--- config.mk ---
export PLATFORM = sky130hd
export DESIGN_NAME = por_reset_seq
export DESIGN_NICKNAME = d
export VERILOG_FILES = /design/src/rtl/porseq_pkg.sv /design/src/rtl/por_sync.sv /design/src/rtl/por_delay.sv /design/src/rtl/por_reset_seq.sv
export SDC_FILE = /design/constraint.sdc
export NUM_CORES = 1
export LEC_CHECK = 0
export BUFFER_PORTS_ARGS = -buffer_cell sky130_fd_sc_hd__buf_2
export CAP_MARGIN = 30
export CORE_UTILIZATION = 52
export DETAILED_ROUTE_END_ITERATION = 6
export GPL_ROUTABILITY_DRIVEN = 0
export PLACE_DENSITY = 0.65
export RECOVER_POWER = 100
export SYNTH_ARGS = -nofsm -noshare
export SYNTH_HDL_FRONTEND = slang
export SYNTH_HIERARCHICAL = 1
export SYNTH_SLANG_ARGS = --single-unit
--- constraint.sdc ---
create_clock -name clk -period 2.6 [get_ports clk]
set_input_delay 0.26 -clock clk [delete_from_list [all_inputs] [get_ports clk]]
set_output_delay 0.26 -clock clk [all_outputs]
set_load 0.02 [all_outputs]
--- src/rtl/porseq_pkg.sv ---
package porseq_pkg;

  localparam int CAUSE_W = 3;

  typedef enum logic [CAUSE_W-1:0] {
    CAUSE_GENERAL = 3'd0,
    CAUSE_WAKEUP  = 3'd1
  } cause_e;

endpackage

--- src/rtl/por_sync.sv ---
// Power-good synchronizer: clears at once when the supply drops,
// reports good only after STAGES rising edges with the supply present.
module por_sync #(
  parameter int STAGES = 2
) (
  input  logic clk,
  input  logic clr_n,
  output logic ok
);

  logic [STAGES-1:0] q;

  generate
    if (STAGES == 1) begin : g_single
      always_ff @(posedge clk or negedge clr_n) begin
        if (!clr_n) q <= '0;
        else        q <= 1'b1;
      end
    end else begin : g_chain
      always_ff @(posedge clk or negedge clr_n) begin
        if (!clr_n) q <= '0;
        else        q <= {q[STAGES-2:0], 1'b1};
      end
    end
  endgenerate

  assign ok = q[STAGES-1];

endmodule

--- src/rtl/por_delay.sv ---
// Release timer: once run has been seen high for limit edges, done
// becomes 1 and stays there. Dropping run clears it synchronously,
// and clr_n clears it at once.
module por_delay #(
  parameter int CNT_W = 8
) (
  input  logic             clk,
  input  logic             clr_n,
  input  logic             run,
  input  logic [CNT_W-1:0] limit,
  output logic             done
);

  logic [CNT_W-1:0] cnt;
  logic [CNT_W-1:0] last;

  assign last = limit - 1'b1;

  always_ff @(posedge clk or negedge clr_n) begin
    if (!clr_n) begin
      cnt  <= '0;
      done <= 1'b0;
    end else if (!run) begin
      cnt  <= '0;
      done <= 1'b0;
    end else if (!done) begin
      if (cnt == last) done <= 1'b1;
      else             cnt  <= cnt + 1'b1;
    end
  end

endmodule

--- src/rtl/por_reset_seq.sv ---
module por_reset_seq
  import porseq_pkg::*;
#(
  parameter int STARTUP_CYCLES = 64,
  parameter int HOLD_CYCLES    = 3,
  parameter int SYNC_STAGES    = 2,
  parameter int LEN_W          = 4
) (
  input  logic               clk,
  input  logic               bkup_por_ok,
  input  logic               main_por_ok,
  input  logic [LEN_W-1:0]   ext_len,
  output logic               bkup_rst_n,
  output logic               cpu_rst_n,
  output logic               periph_rst_n,
  output logic               ext_rst_pulldn,
  output logic [CAUSE_W-1:0] rst_cause
);

  localparam int SW = $clog2(STARTUP_CYCLES + 1);
  localparam int HW = $clog2(HOLD_CYCLES + 1);
  localparam int EW = (2 ** LEN_W) + 1;
  localparam logic [SW-1:0]    START_LIM = SW'(STARTUP_CYCLES);
  localparam logic [HW-1:0]    HOLD_LIM  = HW'(HOLD_CYCLES);
  localparam logic [LEN_W:0]   ONE_SH    = (LEN_W + 1)'(1);
  localparam logic [EW-1:0]    ONE_EXT   = EW'(1);

  logic main_clr_n;
  logic bkup_ok_s;
  logic main_ok_s;
  logic bkup_done;
  logic cpu_done;
  logic ext_done;
  logic cpu_run;
  logic cpu_prev;
  logic main_lost;
  logic [LEN_W:0] ext_shift;
  logic [EW-1:0]  ext_limit;
  cause_e         cause_q;

  // The main-domain synchronizer also clears when the backup supply drops.
  assign main_clr_n = bkup_por_ok & main_por_ok;

  por_sync #(.STAGES(SYNC_STAGES)) u_sync_bkup (
    .clk   (clk),
    .clr_n (bkup_por_ok),
    .ok    (bkup_ok_s)
  );

  por_sync #(.STAGES(SYNC_STAGES)) u_sync_main (
    .clk   (clk),
    .clr_n (main_clr_n),
    .ok    (main_ok_s)
  );

  // Startup filter: oscillator settling before the backup domain is released.
  por_delay #(.CNT_W(SW)) u_startup (
    .clk   (clk),
    .clr_n (bkup_por_ok),
    .run   (bkup_ok_s),
    .limit (START_LIM),
    .done  (bkup_done)
  );

  // Processor and peripheral hold after the backup release, gated by the main supply.
  assign cpu_run = bkup_done & main_ok_s;

  por_delay #(.CNT_W(HW)) u_cpu_hold (
    .clk   (clk),
    .clr_n (bkup_por_ok),
    .run   (cpu_run),
    .limit (HOLD_LIM),
    .done  (cpu_done)
  );

  // External pad stretch of 2^(ext_len+1) cycles, backup domain only.
  assign ext_shift = {1'b0, ext_len} + ONE_SH;
  assign ext_limit = ONE_EXT << ext_shift;

  por_delay #(.CNT_W(EW)) u_ext_stretch (
    .clk   (clk),
    .clr_n (bkup_por_ok),
    .run   (bkup_done),
    .limit (ext_limit),
    .done  (ext_done)
  );

  // Cause tracking: a main-supply loss after a full release marks a wake-up.
  // The code is latched on the edge after the processor release.
  always_ff @(posedge clk or negedge bkup_por_ok) begin
    if (!bkup_por_ok) begin
      cpu_prev  <= 1'b0;
      main_lost <= 1'b0;
      cause_q   <= CAUSE_GENERAL;
    end else begin
      cpu_prev <= cpu_done;
      if (cpu_done && !cpu_prev) begin
        cause_q   <= main_lost ? CAUSE_WAKEUP : CAUSE_GENERAL;
        main_lost <= 1'b0;
      end else if (cpu_prev && !main_ok_s) begin
        main_lost <= 1'b1;
      end
    end
  end

  assign bkup_rst_n     = bkup_done;
  assign cpu_rst_n      = cpu_done;
  assign periph_rst_n   = cpu_done;
  assign ext_rst_pulldn = ~ext_done;
  assign rst_cause      = cause_q;

endmodule

==> results.json <==
{
  "clkSlewWorstSetupHoldPaths_ns": 0.08,
  "synth.area.mux_share_pct": 5.21,
  "path_class": "in -> reg",
  "ctsRootBufferMaster": "clkbuf_8",
  "totalPowerFinal_mw": 1.34,
  "worstReg2RegEnd": "u_ext_stretch/cnt[16]$_DFFE_PN0P_",
  "die_height_um": 74.6,
  "final_layout_size_suffix_gt1_share_pct": 26.4,
  "timing.critical_path.from_type": "primary input",
  "grt_setup_unrepaired": "yes",
  "grt_remaining_overflow": 0,
  "initial_standard_cell_utilization_of_the_core_pct": 53.9,
  "asyncSetResetFlopFracSynth_pct": 100,
  "synth-edff-count": 0,
  "worst_r2r_start": "u_ext_stretch/cnt[3]$_DFFE_PN0P_",
  "largest_family_of_logic_cells_by_synthesized_area": "simple AND/OR/NAND/NOR gates",
  "hold_viol_final": 0,
  "whs_path_depth": 0,
  "path_max_fanout": 6,
  "post_synth_instance_area_um2": 2740,
  "pin_count_of_the_biggest_net_entering_global_routing": 36,
  "average_cell_area_after_synthesis_um2": 8.75,
  "synth-compound-area-share_pct": 15.2,
  "ys_seq_area_share_pct": 32.9,
  "status": "finished, violations left",
  "finalSetupViolations": 17,
  "worst_setup_path_end_kind": "flip-flop",
  "io_buffers": 11,
  "grt_antenna_before_repair": 0,
  "static-leakage-power_nw": 1.57,
  "placedInstanceArea_um2": 3380,
  "grt_util_all_layers_pct": 24.0,
  "period_minus_slack_ns": 2.74,
  "route.vias.total": 2451,
  "sequential_cell_area_um2": 901,
  "synth_warnings": 6,
  "cts_made_buffers": 5,
  "clock_sinks": 36,
  "finalClockSkew_ns": 0.00642,
  "worstHoldEndpoint": "u_sync_bkup/q[1]$_DFF_PN0_",
  "detail_route.drc_violations": 0,
  "worst_hold_path_type": "reg -> reg",
  "max_cap_viol_count": 1,
  "fp.coreArea_um2": 5070,
  "cts.htree.levels": 2,
  "synth_xor_xnor_area_share_pct": 8.96,
  "critical_path_at_ns": 2.91,
  "timing.final.ws_setup_ns": -0.136,
  "timing_max_transition_violations_final": 36,
  "post_synth_and_or_nand_nor_area_fraction_pct": 30.6,
  "post_drt_via_cell_ratio": 5.15,
  "worst_skew_pair.late_latency_ns": 0.29,
  "tritoncts": "built",
  "grt_first_pass_wirelength_um": 10100,
  "power.ir.vdd_worst_uv": 440,
  "area_overhead_vs_synth_pct": 37.6,
  "timing.critical_path.mode_cell": "buf_6",
  "fin_worst_hold_slack_ns": 0.351,
  "tcrit_tclk_final_pct": 105,
  "antenna_cells": 0,
  "pre_cts_ws_ns": -0.623,
  "final_cells": 476,
  "dp.cells": 460,
  "drt_pre_antenna_iters": 4,
  "drt_wl_total_um": 6260,
  "grt_pass1_vias": 2275,
  "adder_and_majority_cell_fraction_of_the_synthesized_area_pct": 2.24,
  "synth.lib_cells_used.distinct": 54,
  "cp_data_required_time_ns": 2.78,
  "postLayoutCellArea_um2": 3770,
  "rrSetupSlack_ns": 0.26,
  "yosys_most_used_dff": "dfrtp_1",
  "fin_nets": 416,
  "io-pin-count": 14,
  "fillCellCount": 401,
  "multi_input_area_um2": 2100,
  "placementRows": 26,
  "violations_in_the_final_reports": "max-capacitance violations, max-slew violations, negative setup slack",
  "cellPowerDensity_nw_per_um2": 356,
  "synth.ff_latch_count": 36,
  "drtAntennaViolNets": 0,
  "timing_worst_slew_pin_value_ns": 1.91,
  "floorplan.die_area_um2": 5560,
  "slew_headroom_pct": -27.1,
  "postSynthCellCount": 313,
  "final_common_cell": "conb_1",
  "max-clock-path-buffers": 2,
  "holdCritStartpoint": "u_sync_bkup/q[0]$_DFF_PN0_",
  "die_width_um": 74.6,
  "highest_cell_delay_on_the_worst_timing_path_ns": 0.51,
  "worst-r2r-cell-count": 10,
  "timing.critical_path.slowest_stage_cell": "or4b_4",
  "max_freq_mhz": 366,
  "drt_first_iter_violations": 81,
  "final_cell_mix": "42 x conb_1, 37 x buf_4, 36 x dfrtp_1, 22 x nand2_1, 16 x xnor2_1",
  "chain_of_cells_forming_the_critical_path": "buf_8 -> nand2b_4 -> nor3_4 -> or4_4 -> buf_6 -> or4b_4 -> a21boi_2 -> o21ai_2 -> a2111oi_4 -> and3_4 -> buf_6 -> clkbuf_16 -> nor4_4 -> mux2i_1",
  "avgRoutedWirePerCell_um": 13.1,
  "place_hpwl_um": 4400
}
[cells in the mapped netlist (9+ instances only)]
master / number / share of area (%)
a21boi_1: 15 / 4.1
o21ai_0: 10 / 1.8
xnor2_1: 17 / 5.4
dfrtp_1: 36 / 33
or3_1: 14 / 3.2
nor3_1: 10 / 1.8
nand2b_1: 12 / 2.7
nand3_1: 12 / 2.2
inv_1: 10 / 1.4
nor2_1: 17 / 2.3
mux2i_1: 12 / 4.4
xor2_1: 11 / 3.5
nor4_1: 9 / 2.1
nand2_1: 23 / 3.2
[per-stage QoR]
stage,utilization (%),TNS [ns]
finish,74.2,-1.26
global route,74.2,-2.82
CTS,71.4,-1.38
detailed placement,66.6,-9.55
global placement,66.6,-9.19
floorplan,-,-1.68
[timing repair]
item                                    in CTS  in global routing
cloned                                       0                  2
hold endpoints to repair                     2                  0
setup buffers                                4                  2
gates resized for setup                     24                 23
hold buffers                                 1                  0
endpoints found under the setup margin      18                 18
pin swaps                                   10                  8
[worst max-delay path, delay by kind of cell]
kind / cells / cell delay [ns]
AOI/OAI and AO/OA: 3 / 0.54
and+or+nand+nor: 6 / 1.53
muxes: 1 / 0.12
buffers and inverters: 4 / 0.47
[logic make-up (layout without fill, tap and decap cells)]
logic type | count (synthesis) | in the layout
flops | 36 | 36
other cells | 4 | 42
compound gates | 60 | 60
xor+xnor | 28 | 28
simple gates | 143 | 143
mux | 14 | 14
buf+inv | 23 | 78
fa+ha+maj | 5 | 5
[layer usage]
layer | track usage [%] | vias to the layer above | wire length [um]
met5 | 0 | - | 0
met4 | 9.43 | 0 | 135
met3 | 3.66 | 9 | 110
met2 | 43.4 | 26 | 3260
met1 | 28.3 | 1141 | 2760
li1 | - | 1275 | -
[registers in the layout (all words and copies together) (netlist names)]
signal / cells
u_sync_main/q: 2
u_startup/done: 1
u_ext_stretch/done: 1
u_sync_bkup/q: 2
cpu_prev: 1
u_cpu_hold/done: 1
main_lost: 1
u_cpu_hold/cnt: 2
u_ext_stretch/cnt: 17
u_startup/cnt: 7
rst_cause: 1
[how the worst max path moves through the flow]
stage	start	end	cells after the start
detailed placement	ext_len[2]	u_ext_stretch/cnt[12]$_DFFE_PN0P_	13
floorplan	ext_len[2]	u_ext_stretch/cnt[12]$_DFFE_PN0P_	11
finish	ext_len[3]	u_ext_stretch/cnt[16]$_DFFE_PN0P_	14
global route	ext_len[3]	u_ext_stretch/cnt[12]$_DFFE_PN0P_	13
CTS	ext_len[3]	u_ext_stretch/cnt[6]$_DFFE_PN0P_	13
global placement	ext_len[2]	u_ext_stretch/cnt[12]$_DFFE_PN0P_	13
[report_power, final]
group	switching, mW	total, mW	leakage [nW]	internal, mW
logic	0.131	0.267	1.03	0.135
registers	0.0120	0.581	0.492	0.569
clock network	0.208	0.492	0.0541	0.284
total	0.351	1.34	1.57	0.988
[cell type report]
type                       count  area share [%]
inverter                      10           0.997
timing repair buffer          60            14.0
sequential                    36            23.9
clock inverter                 3            1.13
clock buffer                   5            1.83
tap                           70            2.33
multi-input combinational    292            55.8
(Power assumes the default switching activity.)
